`config.mk`:
```
export PLATFORM = sky130hd
export DESIGN_NAME = lrmu_top
export DESIGN_NICKNAME = d
export VERILOG_FILES = /design/src/rtl/lrmu_pkg.sv /design/src/rtl/lrmu_parity.sv /design/src/rtl/lrmu_logic.sv /design/src/rtl/lrmu_rotate.sv /design/src/rtl/lrmu_mul.sv /design/src/rtl/lrmu_top.sv
export SDC_FILE = /design/constraint.sdc
export NUM_CORES = 1
export LEC_CHECK = 0
export ABC_AREA = 1
export ABC_CLOCK_PERIOD_IN_PS = 9420
export CORE_MARGIN = 10
export CORE_UTILIZATION = 60
export CTS_CLUSTER_SIZE = 12
export DETAILED_ROUTE_END_ITERATION = 8
export PLACE_DENSITY = 0.86
export SETUP_SLACK_MARGIN = 0.02
export SYNTH_ARGS = -nofsm -noshare
export SYNTH_HDL_FRONTEND = slang
export SYNTH_HIERARCHICAL = 1
export SYNTH_SLANG_ARGS = --single-unit
export TNS_END_PERCENT = 50
```
`constraint.sdc`:
```
create_clock -name clk -period 9.42 [get_ports clk]
set_input_delay 1.413 -clock clk [delete_from_list [all_inputs] [get_ports clk]]
set_output_delay 1.413 -clock clk [all_outputs]
set_load 0.05 [all_outputs]
```
`src/rtl/lrmu_pkg.sv`:
```
package lrmu_pkg;

    localparam int FLAG_W = 8;

    // Flag bit positions (decoded by the core, so fixed)
    localparam int FB_SIGN   = 7;
    localparam int FB_ZERO   = 6;
    localparam int FB_PARITY = 2;
    localparam int FB_CARRY  = 0;

    typedef enum logic [2:0] {
        OP_AND  = 3'd0,
        OP_OR   = 3'd1,
        OP_BOOL = 3'd2,
        OP_RL   = 3'd3,
        OP_RR   = 3'd4,
        OP_MUL  = 3'd5
    } lrmu_op_e;

    typedef enum logic [1:0] {
        FM_KEEP,     // flag byte passes through
        FM_BOOL,     // only zero flag may be set
        FM_LOGIC,    // sign, zero, parity from result, carry clear
        FM_SHIFT     // sign, zero, parity from result, carry from shifter
    } flag_mode_e;

    function automatic logic [FLAG_W-1:0] arith_mask();
        logic [FLAG_W-1:0] m;
        m = '0;
        m[FB_SIGN]   = 1'b1;
        m[FB_ZERO]   = 1'b1;
        m[FB_PARITY] = 1'b1;
        m[FB_CARRY]  = 1'b1;
        return m;
    endfunction

    function automatic flag_mode_e mode_of(input logic [2:0] code);
        case (code)
            OP_AND, OP_OR: return FM_LOGIC;
            OP_BOOL:       return FM_BOOL;
            OP_RL, OP_RR:  return FM_SHIFT;
            default:       return FM_KEEP;
        endcase
    endfunction

endpackage

```
`src/rtl/lrmu_parity.sv`:
```
module lrmu_parity #(
    parameter int W = 16
) (
    input  logic [W-1:0] word,
    output logic         even
);
    localparam int LV = $clog2(W);
    localparam int CW = LV + 1;

    logic [CW-1:0] cnt [0:LV][0:W-1];

    for (genvar i = 0; i < W; i++) begin : g_leaf
        assign cnt[0][i] = CW'(word[i]);
    end

    for (genvar l = 0; l < LV; l++) begin : g_lvl
        for (genvar i = 0; i < W; i++) begin : g_node
            if (i < (W >> (l + 1))) begin : g_add
                assign cnt[l+1][i] = cnt[l][2*i] + cnt[l][2*i+1];
            end else begin : g_pad
                assign cnt[l+1][i] = '0;
            end
        end
    end

    assign even = ~cnt[LV][0][0];

endmodule

```
`src/rtl/lrmu_logic.sv`:
```
module lrmu_logic #(
    parameter int W = 16
) (
    input  logic [2:0]   op,
    input  logic [W-1:0] a,
    input  logic [W-1:0] b,
    output logic [W-1:0] y
);
    import lrmu_pkg::*;

    always_comb begin
        case (op)
            OP_AND:  y = a & b;
            OP_OR:   y = a | b;
            OP_BOOL: y = (a != '0) ? W'(1) : '0;
            default: y = a;
        endcase
    end

endmodule

```
`src/rtl/lrmu_rotate.sv`:
```
module lrmu_rotate #(
    parameter int W = 16
) (
    input  logic         left,
    input  logic [W-1:0] a,
    input  logic         cin,
    output logic [W-1:0] y,
    output logic         cout
);
    always_comb begin
        if (left) begin
            y    = {a[W-2:0], cin};
            cout = a[W-1];
        end else begin
            y    = {cin, a[W-1:1]};
            cout = a[0];
        end
    end

endmodule

```
`src/rtl/lrmu_mul.sv`:
```
module lrmu_mul #(
    parameter int W = 16
) (
    input  logic [W-1:0] a,
    input  logic [W-1:0] b,
    output logic [W-1:0] lo,
    output logic [W-1:0] hi
);
    localparam int PW = 2 * W;

    logic signed [PW-1:0] prod;

    assign prod = PW'($signed(a)) * PW'($signed(b));
    assign lo   = prod[W-1:0];
    assign hi   = prod[PW-1:W];

endmodule

```
`src/rtl/lrmu_top.sv`:
```
module lrmu_top #(
    parameter int W = 16
) (
    input  logic                      clk,
    input  logic                      rst,
    input  logic                      go,
    input  logic [2:0]                op,
    input  logic [W-1:0]              opa,
    input  logic [W-1:0]              opb,
    input  logic [lrmu_pkg::FLAG_W-1:0] flags_in,
    output logic [W-1:0]              res_lo,
    output logic [W-1:0]              res_hi,
    output logic [lrmu_pkg::FLAG_W-1:0] flags_out,
    output logic                      done
);
    import lrmu_pkg::*;

    localparam logic [FLAG_W-1:0] CLR = arith_mask();

    logic [W-1:0] logic_y, rot_y, mul_lo, mul_hi, sel_y;
    logic         rot_c, par_even;
    flag_mode_e   fmode;

    lrmu_logic #(.W(W)) u_logic (
        .op(op), .a(opa), .b(opb), .y(logic_y)
    );

    lrmu_rotate #(.W(W)) u_rot (
        .left(op == OP_RL), .a(opa), .cin(flags_in[FB_CARRY]),
        .y(rot_y), .cout(rot_c)
    );

    lrmu_mul #(.W(W)) u_mul (
        .a(opa), .b(opb), .lo(mul_lo), .hi(mul_hi)
    );

    lrmu_parity #(.W(W)) u_par (
        .word(sel_y), .even(par_even)
    );

    assign fmode = mode_of(op);

    always_comb begin
        case (op)
            OP_RL, OP_RR: sel_y = rot_y;
            OP_MUL:       sel_y = mul_lo;
            default:      sel_y = logic_y;
        endcase
    end

    assign res_lo = sel_y;
    assign res_hi = (op == OP_MUL) ? mul_hi : '0;

    always_comb begin
        flags_out = flags_in;
        if (fmode != FM_KEEP) begin
            flags_out = flags_in & ~CLR;
            flags_out[FB_ZERO] = (sel_y == '0);
            if (fmode != FM_BOOL) begin
                flags_out[FB_SIGN]   = sel_y[W-1];
                flags_out[FB_PARITY] = par_even;
            end
            if (fmode == FM_SHIFT)
                flags_out[FB_CARRY] = rot_c;
        end
    end

    always_ff @(posedge clk) begin
        if (rst) done <= 1'b0;
        else     done <= go;
    end

    // Parity tree agrees with a reduction over the selected word
    assert_parity_R5: assert property (@(posedge clk) disable iff (rst)
        (fmode == FM_LOGIC || fmode == FM_SHIFT) |-> ((^res_lo) != flags_out[FB_PARITY]));

    assert_bool_range_R6: assert property (@(posedge clk) disable iff (rst)
        (op == OP_BOOL) |-> (res_lo[W-1:1] == '0 && !flags_out[FB_SIGN]
                             && !flags_out[FB_PARITY] && !flags_out[FB_CARRY]));

    assert_rl_carry_R7: assert property (@(posedge clk) disable iff (rst)
        (op == OP_RL) |-> (flags_out[FB_CARRY] == opa[W-1]));

    assert_rr_carry_R8: assert property (@(posedge clk) disable iff (rst)
        (op == OP_RR) |-> (flags_out[FB_CARRY] == opa[0]));

    assert_mul_flags_R10: assert property (@(posedge clk) disable iff (rst)
        (op == OP_MUL) |-> (flags_out == flags_in));

    assert_keep_bits_R3: assert property (@(posedge clk) disable iff (rst)
        ((flags_out & ~CLR) == (flags_in & ~CLR)));

    assert_hi_zero_R12: assert property (@(posedge clk) disable iff (rst)
        (op != OP_MUL) |-> (res_hi == '0));

    assert_done_rise_R13: assert property (@(posedge clk) disable iff (rst)
        go |=> done);

    assert_done_fall_R13: assert property (@(posedge clk) disable iff (rst)
        !go |=> !done);

endmodule

```
==> metrics.md, run 1 <==
| Metric | Value |
|---|---|
| Top Ports | 87 |
| Critical Path Start Type | input port |
| GPL Wtd Cong | 1.01 |
| Async SR Flop Fraction | 0% |
| Fin Hold WS | 1.96 ns |
| Row count | 52 |
| Max_cap viols | 0 |
| Synthesized instance count | 1840 |
| Slew margin rel. | 42.1% |
| Max stage delay on crit path | 0.54 ns |
| HP Class | input port to register |
| Largest net degree at the start of global routing | 29 |
| Critical Path AT | 7.90 ns |
| Slowest CP cell | fa_1 |
| Most used cell, CP | inv_1 |
| Post-route DRC | 0 |
| Vias in the first global route | 12.3k |
| Main synth FF type | dfxtp_1 |
| Critical path's top delay family | adder cells |
| Synthesis-to-layout area growth | 14.1% |
| DRT iter0 DRCs | 1049 |
| Final Cycle Share | 98.9% |
| Initial antenna violation count | 1 |
| Largest register by flop count | done |
| Die X | 165 um |
| Grt ovf | 0 |
| Core area | 0.0204 sq mm |
| Final hold vios | 0 |
| First-pass GRT wire length | 61600 um |
| WL/cell | 16.7 um |
| Via count | 11.5k |
| Status | finished clean |
| Top cell type's share of synthesized area | 41.7% |
| Post-CTS Hold Fix Bufs | 0 |
| Required @ worst endpoint | 8.01 ns |
| Synth cell types | 41 |
| Post-Syn Area per Cell | 6.84 sq um |
| Final slew viol count | 0 |
| Sequential element share of the synthesized area | 0.159% |
| Final Critical Period | 9.31 ns |
| Die Area | 0.0272 sq mm |
| Synth top area cells | fa_1 42%, nand2_1 16%, inv_1 16%, ha_1 8.1%, nor2_1 3.0% |
| WL met2 | 17200 um |
| Sequential cell area | 20.0 sq um |
| Drt first pass iters | 5 |
| HPWL after DPL | 31600 um |
| Routed met3 length | 3950 um |
| Share of layout cells above drive strength 1 | 10.3% |
| Worst setup EP type | output pin |
| Footprint of the multi-input gates | 0.0103 sq mm |
| Final ANT Viol Nets | 0 |
| # fillers | 1693 |
| Initial core utilization | 61.6% |
| Crit path launch | opa[7] |
| Number of flip-flops in the largest register | 1 |
| Post-synth EDFFs | 0 |
| Overall routed net length | 36600 um |
| Crit-path max FO | 11 |
| Crit Path Category | input port to output pin |
| Achievable clock frequency | 107 MHz |
| Seq cells post-synth | 1 |
| Port buffer count | 78 |
| Synth Warn # | 6 |
| Final Setup Violations | 0 |
| Synth Cell Area | 0.0126 sq mm |
| Largest registers | done (1) |
| Vias per std cell | 5.26 |
| Global router's overall resource usage | 28.1% |
| HP Start | rst |
| DRT met1 WL | 14500 um |
| Syn_nets | 2230 |
| Top Metal Used | met4 |
| Chip Height | 165 um |
| Largest area contributor in the netlist | fa_1 |
| Worst-margin pin slew | 0.866 ns |
| Buf/Inv on CP | 12 |
| Clock transition at the registers of the reported paths | 0 ns |
| RSZ-0062 raised after global routing | true |
| Fin nets | 2316 |
-- cells in the mapped netlist (all sizes together) (2+ instances only) --
cell type  instances
xor2              18
nor3               9
a21oi             36
o21bai             6
a32o               3
ha                82
nand3b             4
nor2             110
or2                3
nand2            571
nand3             73
a22oi              2
o21ai             23
nand4             12
fa               262
xnor2              5
clkbuf            60
buf               14
inv              542
-- path summary, 6_finish.rpt --
| kind | endpoint | cells past startpoint |
|---|---|---|
| max | flags_out[2] | 34 |
| min | done | 2 |
-- cell usage in the layout, fill, tap and decap left out, types with 4 or more instances in the layout --
master,n
nand2_1,535
inv_1,528
fa_1,260
nor2_1,94
ha_1,78
buf_4,76
nand3_1,64
clkdlybuf4s50_1,36
nand2_2,34
a21oi_1,32
buf_12,25
o21ai_0,20
xor2_1,18
inv_2,13
nand4_1,12
nor2_2,11
dlymetal6s2s_1,11
nand3_2,8
dlygate4sd2_1,6
o21bai_1,6
nor3_1,6
nor2_4,5
xnor2_1,5
buf_6,4
nand3b_1,4
-- what timing repair did --
item                       in CTS  in global routing
cloned                          0                  0
setup endpoints to repair       1                 13
gates resized for setup         7                 43
setup buffers                   0                  0
pin swaps                       0                 10
-- final cells by class --
| cell class | instances | area share [%] |
|---|---|---|
| Sequential cell | 1 | 0.139 |
| Antenna cell | 2 | 0.0348 |
| Multi-Input combinational cell | 1223 | 71.7 |
| Inverter | 542 | 14.2 |
| Tap cell | 270 | 2.35 |
| Timing Repair Buffer | 158 | 11.6 |
-- layer usage --
| layer | track usage, % | vias to the layer above |
|---|---|---|
| met2 | 46.7 | 575 |
| met5 | 0 | - |
| met4 | 6.52 | 0 |
| li1 | - | 5363 |
| met1 | 37.0 | 5533 |
| met3 | 5.68 | 77 |
-- logic make-up after synthesis --
group	after synthesis	share of synthesized area (%)
DFF	1	0.159
AOI/OAI and AO/OA	73	3.39
xor gates and xnor gates	23	1.60
buffers and inverters	616	19.0
and+or+nand+nor	783	26.0
adders and majority gates	344	49.8
-- metrics by stage --
stage | std cells | setup WS (ns) | area (sq um) | setup TNS (ns) | util, %
after floorplan | 1840 | 0.229 | 12600 | 0 | -
after global placement | 2194 | 0.120 | 14200 | 0 | 69.5
after detailed placement | 2194 | -0.00348 | 14200 | -0.00348 | 69.5
after CTS | 2194 | 0.0224 | 14200 | 0 | 69.5
after global routing | 2194 | -0.224 | 14400 | -0.224 | 70.3
final | 2196 | 0.105 | 14400 | 0 | 70.3
Power of run 1 is not shown: default switching activity piles up to over one toggle a cycle in this logic, so the estimate is an artifact.
==> inputs of run 2 (changes only) <==
==> constraint.sdc (replaced) <==
create_clock -name clk -period 9.42 [get_ports clk]
set_input_delay 0.942 -clock clk [delete_from_list [all_inputs] [get_ports clk]]
set_output_delay 0.942 -clock clk [all_outputs]
set_load 0.05 [all_outputs]
==> metrics.md, run 2 (synthesized netlist as in run 1, its figures left out) <==
| Metric | Value |
|---|---|
| RSZ-0062 raised after global routing | false |
| Achievable clock frequency | 112 MHz |
| Final Critical Period | 8.92 ns |
| Largest register by flop count | done |
| DRT iter0 DRCs | 1063 |
| Crit path launch | opb[4] |
| Via count | 11.3k |
| Row count | 52 |
| Largest net degree at the start of global routing | 29 |
| Placed instance count | 2156 |
| Number of flip-flops in the largest register | 1 |
| Crit Path Category | input port to output pin |
| Fin nets | 2278 |
| Grt ovf | 0 |
| Initial core utilization | 61.6% |
| Most used cell, CP | nand2_1 |
| Vias per std cell | 5.23 |
| Clock transition at the registers of the reported paths | 0 ns |
| Port buffer count | 78 |
| Worst path cell trace | clkdlybuf4s50_1 > buf_4 > nand2_1 > fa_1 > inv_1 > fa_1 > inv_1 > fa_1 > inv_1 > fa_1 > fa_1 > fa_1 > ha_1 > nand2_1 > nor2_1 > nand2_1 > nor3_1 > nand2_1 > nand2_1 > nand2_1 > nand2_1 > inv_1 > nor2_1 > clkdlybuf4s50_1 |
| Setup bufs post-CTS | 0 |
| Final Cycle Share | 94.7% |
| Overall routed net length | 35400 um |
| HP Class | input port to register |
| Slowest CP cell | clkdlybuf4s50_1 |
| First-pass GRT wire length | 59200 um |
| Largest registers | done (1) |
| Most frequent cells in the layout | 540 x nand2_1, 528 x inv_1, 262 x fa_1, 101 x nor2_1, 82 x ha_1 |
| Core area | 0.0204 sq mm |
| Worst-margin pin slew | 0.872 ns |
| Final ANT Viol Nets | 0 |
| Post-route DRC | 0 |
| Worst hold endpoint | done |
| Status | finished clean |
| Max stage delay on crit path | 0.83 ns |
| Final hold vios | 0 |
| Final setup TNS | 0 ns |
| Post-CTS Hold Fix Bufs | 0 |
| Critical Path AT | 7.98 ns |
| Final Setup Violations | 0 |
| Global router's overall resource usage | 27.0% |
| Fin Hold WS | 1.48 ns |
| Synthesis-to-layout area growth | 8.69% |
| # diodes | 0 |
| Share of layout cells above drive strength 1 | 5.99% |
| GPL Wtd Cong | 0.962 |
| Worst setup EP type | output pin |
| Final slew viol count | 0 |
| Slew margin rel. | 41.7% |
| Final worst slack | 0.502 ns |
| Die Area | 0.0272 sq mm |
| Initial antenna violation count | 1 |
| Die X | 165 um |
| Crit-path max FO | 13 |
| Vias in the first global route | 11.7k |
| Drt first pass iters | 8 |
| Setup WS pre-CTS | 0.470 ns |
| Commonest non-fill, non-tap cell in the layout | nand2_1 |
| WL/cell | 16.4 um |
| Max_cap viols | 0 |
| Required @ worst endpoint | 8.48 ns |
| Cts repair resizes | 0 |
| HPWL after DPL | 30600 um |
| Non-Filler Instances | 2156 |
| Top Ports | 87 |
| Hold depth | 3 |
| HP Start | go |
| Chip Height | 165 um |
| Critical Path Start Type | input port |
## run 2: cell count changes in the layout (fill, tap and decap cells not counted), moves of 3 or more
cell	before	now
buf_12	25	1
buf_4	76	42
buf_6	4	0
clkdlybuf4s50_1	36	75
dlygate4sd2_1	6	0
dlymetal6s2s_1	11	2
ha_1	78	82
ha_4	3	0
nand2_1	535	540
nand2_2	34	30
nor2_1	94	101
nor2_2	11	6
## run 2: layout make-up
type,count,area [sq um]
inverters,542,2040
well taps,270,338
flip-flops and latches,1,20.0
repair buffers,120,1110
fillers,1754,6750
multi-input cells,1223,10200
## run 2: worst max path at each step
stage,to,slack (ns),cells past startpoint
final,res_hi[14],0.50,24
after floorplan,flags_out[2],1.17,32
after CTS,flags_out[6],0.42,30
after detailed placement,flags_out[6],0.47,30
after global routing,flags_out[2],0.08,31
after global placement,flags_out[6],0.56,30
## run 2: layer usage
metal	vias up	GRT usage, %	wire, um
met3	69	5.08	3470
met4	2	5.15	808
li1	5293	-	-
met5	-	0	13
met1	5398	35.3	14000
met2	523	46.0	17100
## run 2: through the flow
stage | instance area [sq um] | util [%]
finish | 13700 | 67.0
global route | 13700 | 67.0
CTS | 13700 | 67.0
detailed placement | 13700 | 67.0
global placement | 13700 | 67.0
floorplan | 12600 | -
## run 2: worst max-delay path, delay by kind of cell
family        cells  cell delay (ns)
fa+ha+maj         7             3.67
buf+inv           7             2.24
simple gates     10             1.08
Power of run 2 is left out for the same reason.
